File: src/rtl/fpchk_pkg.sv
package fpchk_pkg;

   typedef enum logic [1:0] {
      OPC_ARITH = 2'd0,
      OPC_F2I   = 2'd1,
      OPC_L2F   = 2'd2,
      OPC_RSVD  = 2'd3
   } op_class_e;

   typedef struct packed {
      logic nan;
      logic qnan;
      logic inf;
      logic sub;
      logic zero;
      logic norm;
   } fp_class_t;

endpackage

File: src/rtl/fpchk_classify.sv
module fpchk_classify
   import fpchk_pkg::*;
#(
   parameter int EXP_W  = 8,
   parameter int FRAC_W = 23
) (
   input  logic [EXP_W+FRAC_W:0] bits_i,
   output fp_class_t             cls_o
);

   logic [EXP_W-1:0]  exp_f;
   logic [FRAC_W-1:0] frac_f;
   logic              exp_ones;
   logic              exp_zero;
   logic              frac_zero;

   assign exp_f     = bits_i[EXP_W+FRAC_W-1:FRAC_W];
   assign frac_f    = bits_i[FRAC_W-1:0];
   assign exp_ones  = &exp_f;
   assign exp_zero  = ~|exp_f;
   assign frac_zero = ~|frac_f;

   always_comb begin
      cls_o.nan  = exp_ones && !frac_zero;
      cls_o.qnan = exp_ones && frac_f[FRAC_W-1];
      cls_o.inf  = exp_ones && frac_zero;
      cls_o.sub  = exp_zero && !frac_zero;
      cls_o.zero = exp_zero && frac_zero;
      cls_o.norm = !exp_ones && !exp_zero;
   end

   always_comb begin
      AST_ONE_CLASS: assert ($countones({cls_o.nan, cls_o.inf, cls_o.sub, cls_o.zero, cls_o.norm}) == 1)
         else $error("operand falls in other than exactly one class");
      AST_QNAN_IS_NAN: assert (!cls_o.qnan || cls_o.nan)
         else $error("quiet flag outside NaN class");
   end

endmodule

File: src/rtl/fpchk_fp_range.sv
module fpchk_fp_range #(
   parameter int EXP_W     = 8,
   parameter int LIMIT_EXP = 31
) (
   input  logic [EXP_W-1:0] exp_i,
   output logic             too_big_o
);

   localparam int BIAS = (1 << (EXP_W - 1)) - 1;
   localparam logic [EXP_W-1:0] THRESH = EXP_W'(BIAS + LIMIT_EXP);

   if (BIAS + LIMIT_EXP >= (1 << EXP_W) - 1) begin : g_bad_limit
      $error("conversion limit exceeds exponent range");
   end

   assign too_big_o = (exp_i >= THRESH);

endmodule

File: src/rtl/fpchk_long_range.sv
module fpchk_long_range #(
   parameter int INT_W     = 64,
   parameter int LIMIT_EXP = 55
) (
   input  logic [INT_W-1-LIMIT_EXP:0] upper_i,
   output logic                       out_of_range_o
);

   if (LIMIT_EXP < 1 || LIMIT_EXP >= INT_W - 1) begin : g_bad_limit
      $error("long conversion limit must leave a sign field");
   end

   assign out_of_range_o = !((&upper_i) || (~|upper_i));

endmodule

File: src/rtl/fpchk_event_decode.sv
module fpchk_event_decode
   import fpchk_pkg::*;
(
   input  fp_class_t  cls_i,
   input  logic       fp_too_big_i,
   input  logic       long_oor_i,
   input  logic [1:0] op_class_i,
   output logic       ev_invalid_o,
   output logic       ev_unimpl_o,
   output logic       abort_o
);

   logic nonzero;
   assign nonzero = !cls_i.zero;

   always_comb begin
      ev_invalid_o = 1'b0;
      ev_unimpl_o  = 1'b0;
      abort_o      = 1'b0;
      case (op_class_i)
         OPC_ARITH: begin
            ev_invalid_o = nonzero && cls_i.qnan;
            ev_unimpl_o  = nonzero && ((cls_i.nan && !cls_i.qnan) || cls_i.sub);
         end
         OPC_F2I: begin
            ev_unimpl_o = nonzero && (cls_i.nan || cls_i.inf || cls_i.sub ||
                                      (cls_i.norm && fp_too_big_i));
         end
         OPC_L2F: begin
            ev_unimpl_o = long_oor_i;
            abort_o     = long_oor_i;
         end
         default: ;
      endcase
   end

endmodule

File: src/rtl/fpchk_operand_screen.sv
module fpchk_operand_screen
   import fpchk_pkg::*;
#(
   parameter int OPND_W       = 64,
   parameter int SGL_EXP_W    = 8,
   parameter int SGL_FRAC_W   = 23,
   parameter int DBL_EXP_W    = 11,
   parameter int DBL_FRAC_W   = 52,
   parameter int SGL_CVT_LIM  = 31,
   parameter int DBL_CVT_LIM  = 53,
   parameter int LONG_CVT_LIM = 55
) (
   input  logic [OPND_W-1:0] operand_i,
   input  logic              is_double_i,
   input  logic [1:0]        op_class_i,
   output logic              ev_invalid_o,
   output logic              ev_unimpl_o,
   output logic              abort_o
);

   localparam int NUM_PREC = 2;

   if (DBL_EXP_W + DBL_FRAC_W + 1 > OPND_W) begin : g_bad_width
      $error("operand width too small for double format");
   end
   if (SGL_EXP_W + SGL_FRAC_W + 1 > DBL_EXP_W + DBL_FRAC_W + 1) begin : g_bad_order
      $error("single format wider than double format");
   end

   fp_class_t cls_w [NUM_PREC];
   logic      too_big_w [NUM_PREC];
   fp_class_t cls_sel;
   logic      too_big_sel;
   logic      long_oor;

   for (genvar p = 0; p < NUM_PREC; p++) begin : g_prec
      localparam int EW  = (p == 1) ? DBL_EXP_W   : SGL_EXP_W;
      localparam int FW  = (p == 1) ? DBL_FRAC_W  : SGL_FRAC_W;
      localparam int LIM = (p == 1) ? DBL_CVT_LIM : SGL_CVT_LIM;

      fpchk_classify #(
         .EXP_W  (EW),
         .FRAC_W (FW)
      ) classify_i (
         .bits_i (operand_i[EW+FW:0]),
         .cls_o  (cls_w[p])
      );

      fpchk_fp_range #(
         .EXP_W     (EW),
         .LIMIT_EXP (LIM)
      ) range_i (
         .exp_i     (operand_i[EW+FW-1:FW]),
         .too_big_o (too_big_w[p])
      );
   end

   assign cls_sel     = is_double_i ? cls_w[1]     : cls_w[0];
   assign too_big_sel = is_double_i ? too_big_w[1] : too_big_w[0];

   fpchk_long_range #(
      .INT_W     (OPND_W),
      .LIMIT_EXP (LONG_CVT_LIM)
   ) long_range_i (
      .upper_i        (operand_i[OPND_W-1:LONG_CVT_LIM]),
      .out_of_range_o (long_oor)
   );

   fpchk_event_decode decode_i (
      .cls_i        (cls_sel),
      .fp_too_big_i (too_big_sel),
      .long_oor_i   (long_oor),
      .op_class_i   (op_class_i),
      .ev_invalid_o (ev_invalid_o),
      .ev_unimpl_o  (ev_unimpl_o),
      .abort_o      (abort_o)
   );

   always_comb begin
      AST_EVENTS_EXCLUSIVE: assert (!(ev_invalid_o && ev_unimpl_o))
         else $error("invalid and unimplemented raised together");
      AST_ZERO_SILENT: assert (!(cls_sel.zero && op_class_i != OPC_L2F) || (!ev_invalid_o && !ev_unimpl_o))
         else $error("zero operand raised an event");
      AST_ABORT_ONLY_L2F: assert (!abort_o || (op_class_i == OPC_L2F && ev_unimpl_o))
         else $error("abort outside an out-of-range long conversion");
      AST_INVALID_ARITH_ONLY: assert (!ev_invalid_o || (op_class_i == OPC_ARITH && cls_sel.nan))
         else $error("invalid raised outside arithmetic NaN");
      AST_RSVD_SILENT: assert (op_class_i != OPC_RSVD || (!ev_invalid_o && !ev_unimpl_o && !abort_o))
         else $error("reserved class raised an event");
      AST_F2I_INF_UNIMPL: assert (!(op_class_i == OPC_F2I && cls_sel.inf) || ev_unimpl_o)
         else $error("infinite convert operand not flagged");
   end

endmodule

File: config.mk
export PLATFORM = sky130hd
export DESIGN_NAME = fpchk_operand_screen
export DESIGN_NICKNAME = d
export VERILOG_FILES = /design/src/rtl/fpchk_pkg.sv /design/src/rtl/fpchk_classify.sv /design/src/rtl/fpchk_fp_range.sv /design/src/rtl/fpchk_long_range.sv /design/src/rtl/fpchk_event_decode.sv /design/src/rtl/fpchk_operand_screen.sv
export SDC_FILE = /design/constraint.sdc
export NUM_CORES = 1
export LEC_CHECK = 0
export BUFFER_PORTS_ARGS = -buffer_cell sky130_fd_sc_hd__buf_2
export CAP_MARGIN = 20
export CORE_MARGIN = 2
export CORE_UTILIZATION = 26
export DETAILED_ROUTE_END_ITERATION = 8
export PLACE_DENSITY = 0.88
export SLEW_MARGIN = 10
export SYNTH_ARGS = -nofsm -noshare
export SYNTH_HDL_FRONTEND = slang
export SYNTH_SLANG_ARGS = --single-unit
export TNS_END_PERCENT = 20
File: constraint.sdc
create_clock -name vclk -period 1.7
set_input_delay 0.17 -clock vclk [all_inputs]
set_output_delay 0.17 -clock vclk [all_outputs]
set_load 0.05 [all_outputs]
==> flow_summary.yaml <==
worst_hold_path:
  hp-start: "op_class_i[1]"
  min_path_type: "in2out"
sta:
  worst_pin_slew_ps: 340
  timing.final.max_slew_violations: 0
  max_clock_freq_ghz: 0.551
  min_period_over_period: 1.07
  whs_ps: 700
  hold_violations: 0
  setup_viol: 1
  setup_slack_ps: -115
  finalSetupTns_ps: -115
  grt_setup_unrepaired: "true"
  relSlewSlack: 0.771
  fin_crit_ps: 1820
pwr:
  netSwitchingFraction: 0.444
  switching_power_uw: 65.3
  power_density_nw_per_um2: 189
  p_leak_nw: 0.397
  max-vdd-ir-drop_v: 0.000104
  seqPwrFrac: 0
  p_total_uw: 147
  p_int_uw: 82.0
  p_clk_frac: 0
  p_comb_frac: 1.000
floorplanning:
  dieArea_um2: 1640
  die_w_um: 40.4
  rows: 13
  die_y_um: 40.4
  core_area_um2: 1270
  num_io_pins: 70
  start_util: 0.272
layout:
  final_cell_mix: "66 x buf_2, 7 x nor4_1, 5 x nand2_1"
  final_nets: 192
  layout-drive-gt1-share: 0.659
  design.seq.count: 0
  final_area_um2: 778
  diodes: 0
  stdcell_count: 138
  syn_to_final_growth_pct: 125
  fillers: 126
  register_area_um2: 0
  nClkBuffers: 0
  final_common_cell: "buf_2"
placed_design:
  dp.cells: 138
  place.gp.congestion: 0.763
  placed_area_um2: 734
  post-dp-hpwl_mm: 1.40
  port_buffers: 70
logic_synthesis:
  synth_top_family_by_area: "simple AND/OR/NAND/NOR gates"
  synth_cells: 51
  yosysWarnings: 0
  avgSynthCellArea_um2: 6.77
  synth-simple-area-share: 0.768
  synth-xor-area-share: 0
  synth_fp_nets: 118
  ys_seq_area_frac: 0
  synth_cell_types: 24
  synth_area_um2: 345
  synth-compound-area-share: 0.199
  muxShareOfSynthArea: 0
  synth-adder-area-share: 0
route:
  first_pass_iters: 4
  postRouteAntennaNets: 0
  drc: 0
  via_per_inst: 5.33
  dr_total_vias: 736
  post_drt_wl_per_cell_um: 12.1
  drt_iter0_markers: 9
  routed_wl_mm: 1.67
worst_setup_path:
  worst-setup-path-type: "in2out"
  crit_arrival_ps: 1650
  crit_start: "operand_i[30]"
  end_kind: "primary output"
  worst_setup_path_start_kind: "primary input"
  cp.required_ps: 1530
  cp_max_fo: 2
global_route:
  grt_max_degree: 5
  grt_pass1_wl_mm: 2.26
  grt_usage: 0.197
  grt_pass1_vias: 591
  antenna_found_initial: 0
  grt_overflow_total: 0
status:
  violations: "negative setup slack"
  status: "finished, violations left"
clock_network:
  cts_hold_buf: 0
job:
  drv_cap: 0
-- path summary, 6_finish.rpt --
check	end	depth (start not counted)
min	ev_invalid_o	3
max	ev_unimpl_o	7
-- cells by family (layout without fill, tap and decap cells) --
| kind of cell | count (synthesis) | in the layout |
|---|---|---|
| buf+inv | 3 | 75 |
| simple gates | 38 | 38 |
| compound gates | 10 | 10 |
-- per-stage QoR --
stage,utilization,setup slack (ps)
after floorplan,-,12.1
after global placement,0.579,-190
after detailed placement,0.579,-203
final,0.613,-115
after CTS,0.604,-135
after global routing,0.613,-165
-- Yosys cell counts, drive strengths merged --
cell type	n	area, um^2
a21oi	1	5.00
o2111ai	1	8.76
and4	2	17.5
nor4b	2	23.8
nand4	4	25.0
and4bb	1	12.5
a31oi	3	18.8
or4	2	18.8
o21ai	1	5.00
inv	3	11.3
nand3	2	10.0
nand2	5	18.8
nor2	4	15.0
o22ai	1	6.26
o32a	1	10.0
nor3	4	20.0
a21o	1	7.51
nor4	11	96.3
or3	1	7.51
o211ai	1	7.51
-- layer usage --
metal  track usage  routed length [um]
met5             0                   0
met4        0.0250                  19
met3        0.0111                 181
met2         0.440                 887
met1         0.189                 582
-- critical path, cell delays in order --
cell and delay, ps:
buf_6 90, or4_4 520, and4bb_1 270, nor4b_4 180
o21ai_1 80, a21o_1 170, buf_6 150
-- power groups by stage --
| stage | Combinational (mW) | Sequential (mW) | Clock [mW] |
|---|---|---|---|
| final | 0.147 | 0 | 0 |
| after global routing | 0.161 | 0 | 0 |
| after CTS | 0.143 | 0 | 0 |
| after detailed placement | 0.136 | 0 | 0 |
| after global placement | 0.132 | 0 | 0 |
| after floorplan | 0.0360 | 0 | 0 |
-- timing repair --
item,4_1_cts,5_1_grt
pin swaps,5,2
endpoints found under the setup margin,1,1
gates resized for setup,6,2
buffers inserted,0,0
-- final cells by class --
type | instances | area [um^2] | area share
inverter | 3 | 11.3 | 0.0145
timing repair buffer | 72 | 390 | 0.502
multi-input combinational | 48 | 358 | 0.460
tap | 15 | 18.8 | 0.0241
No activity file was read; power rests on OpenSTA's default activity.
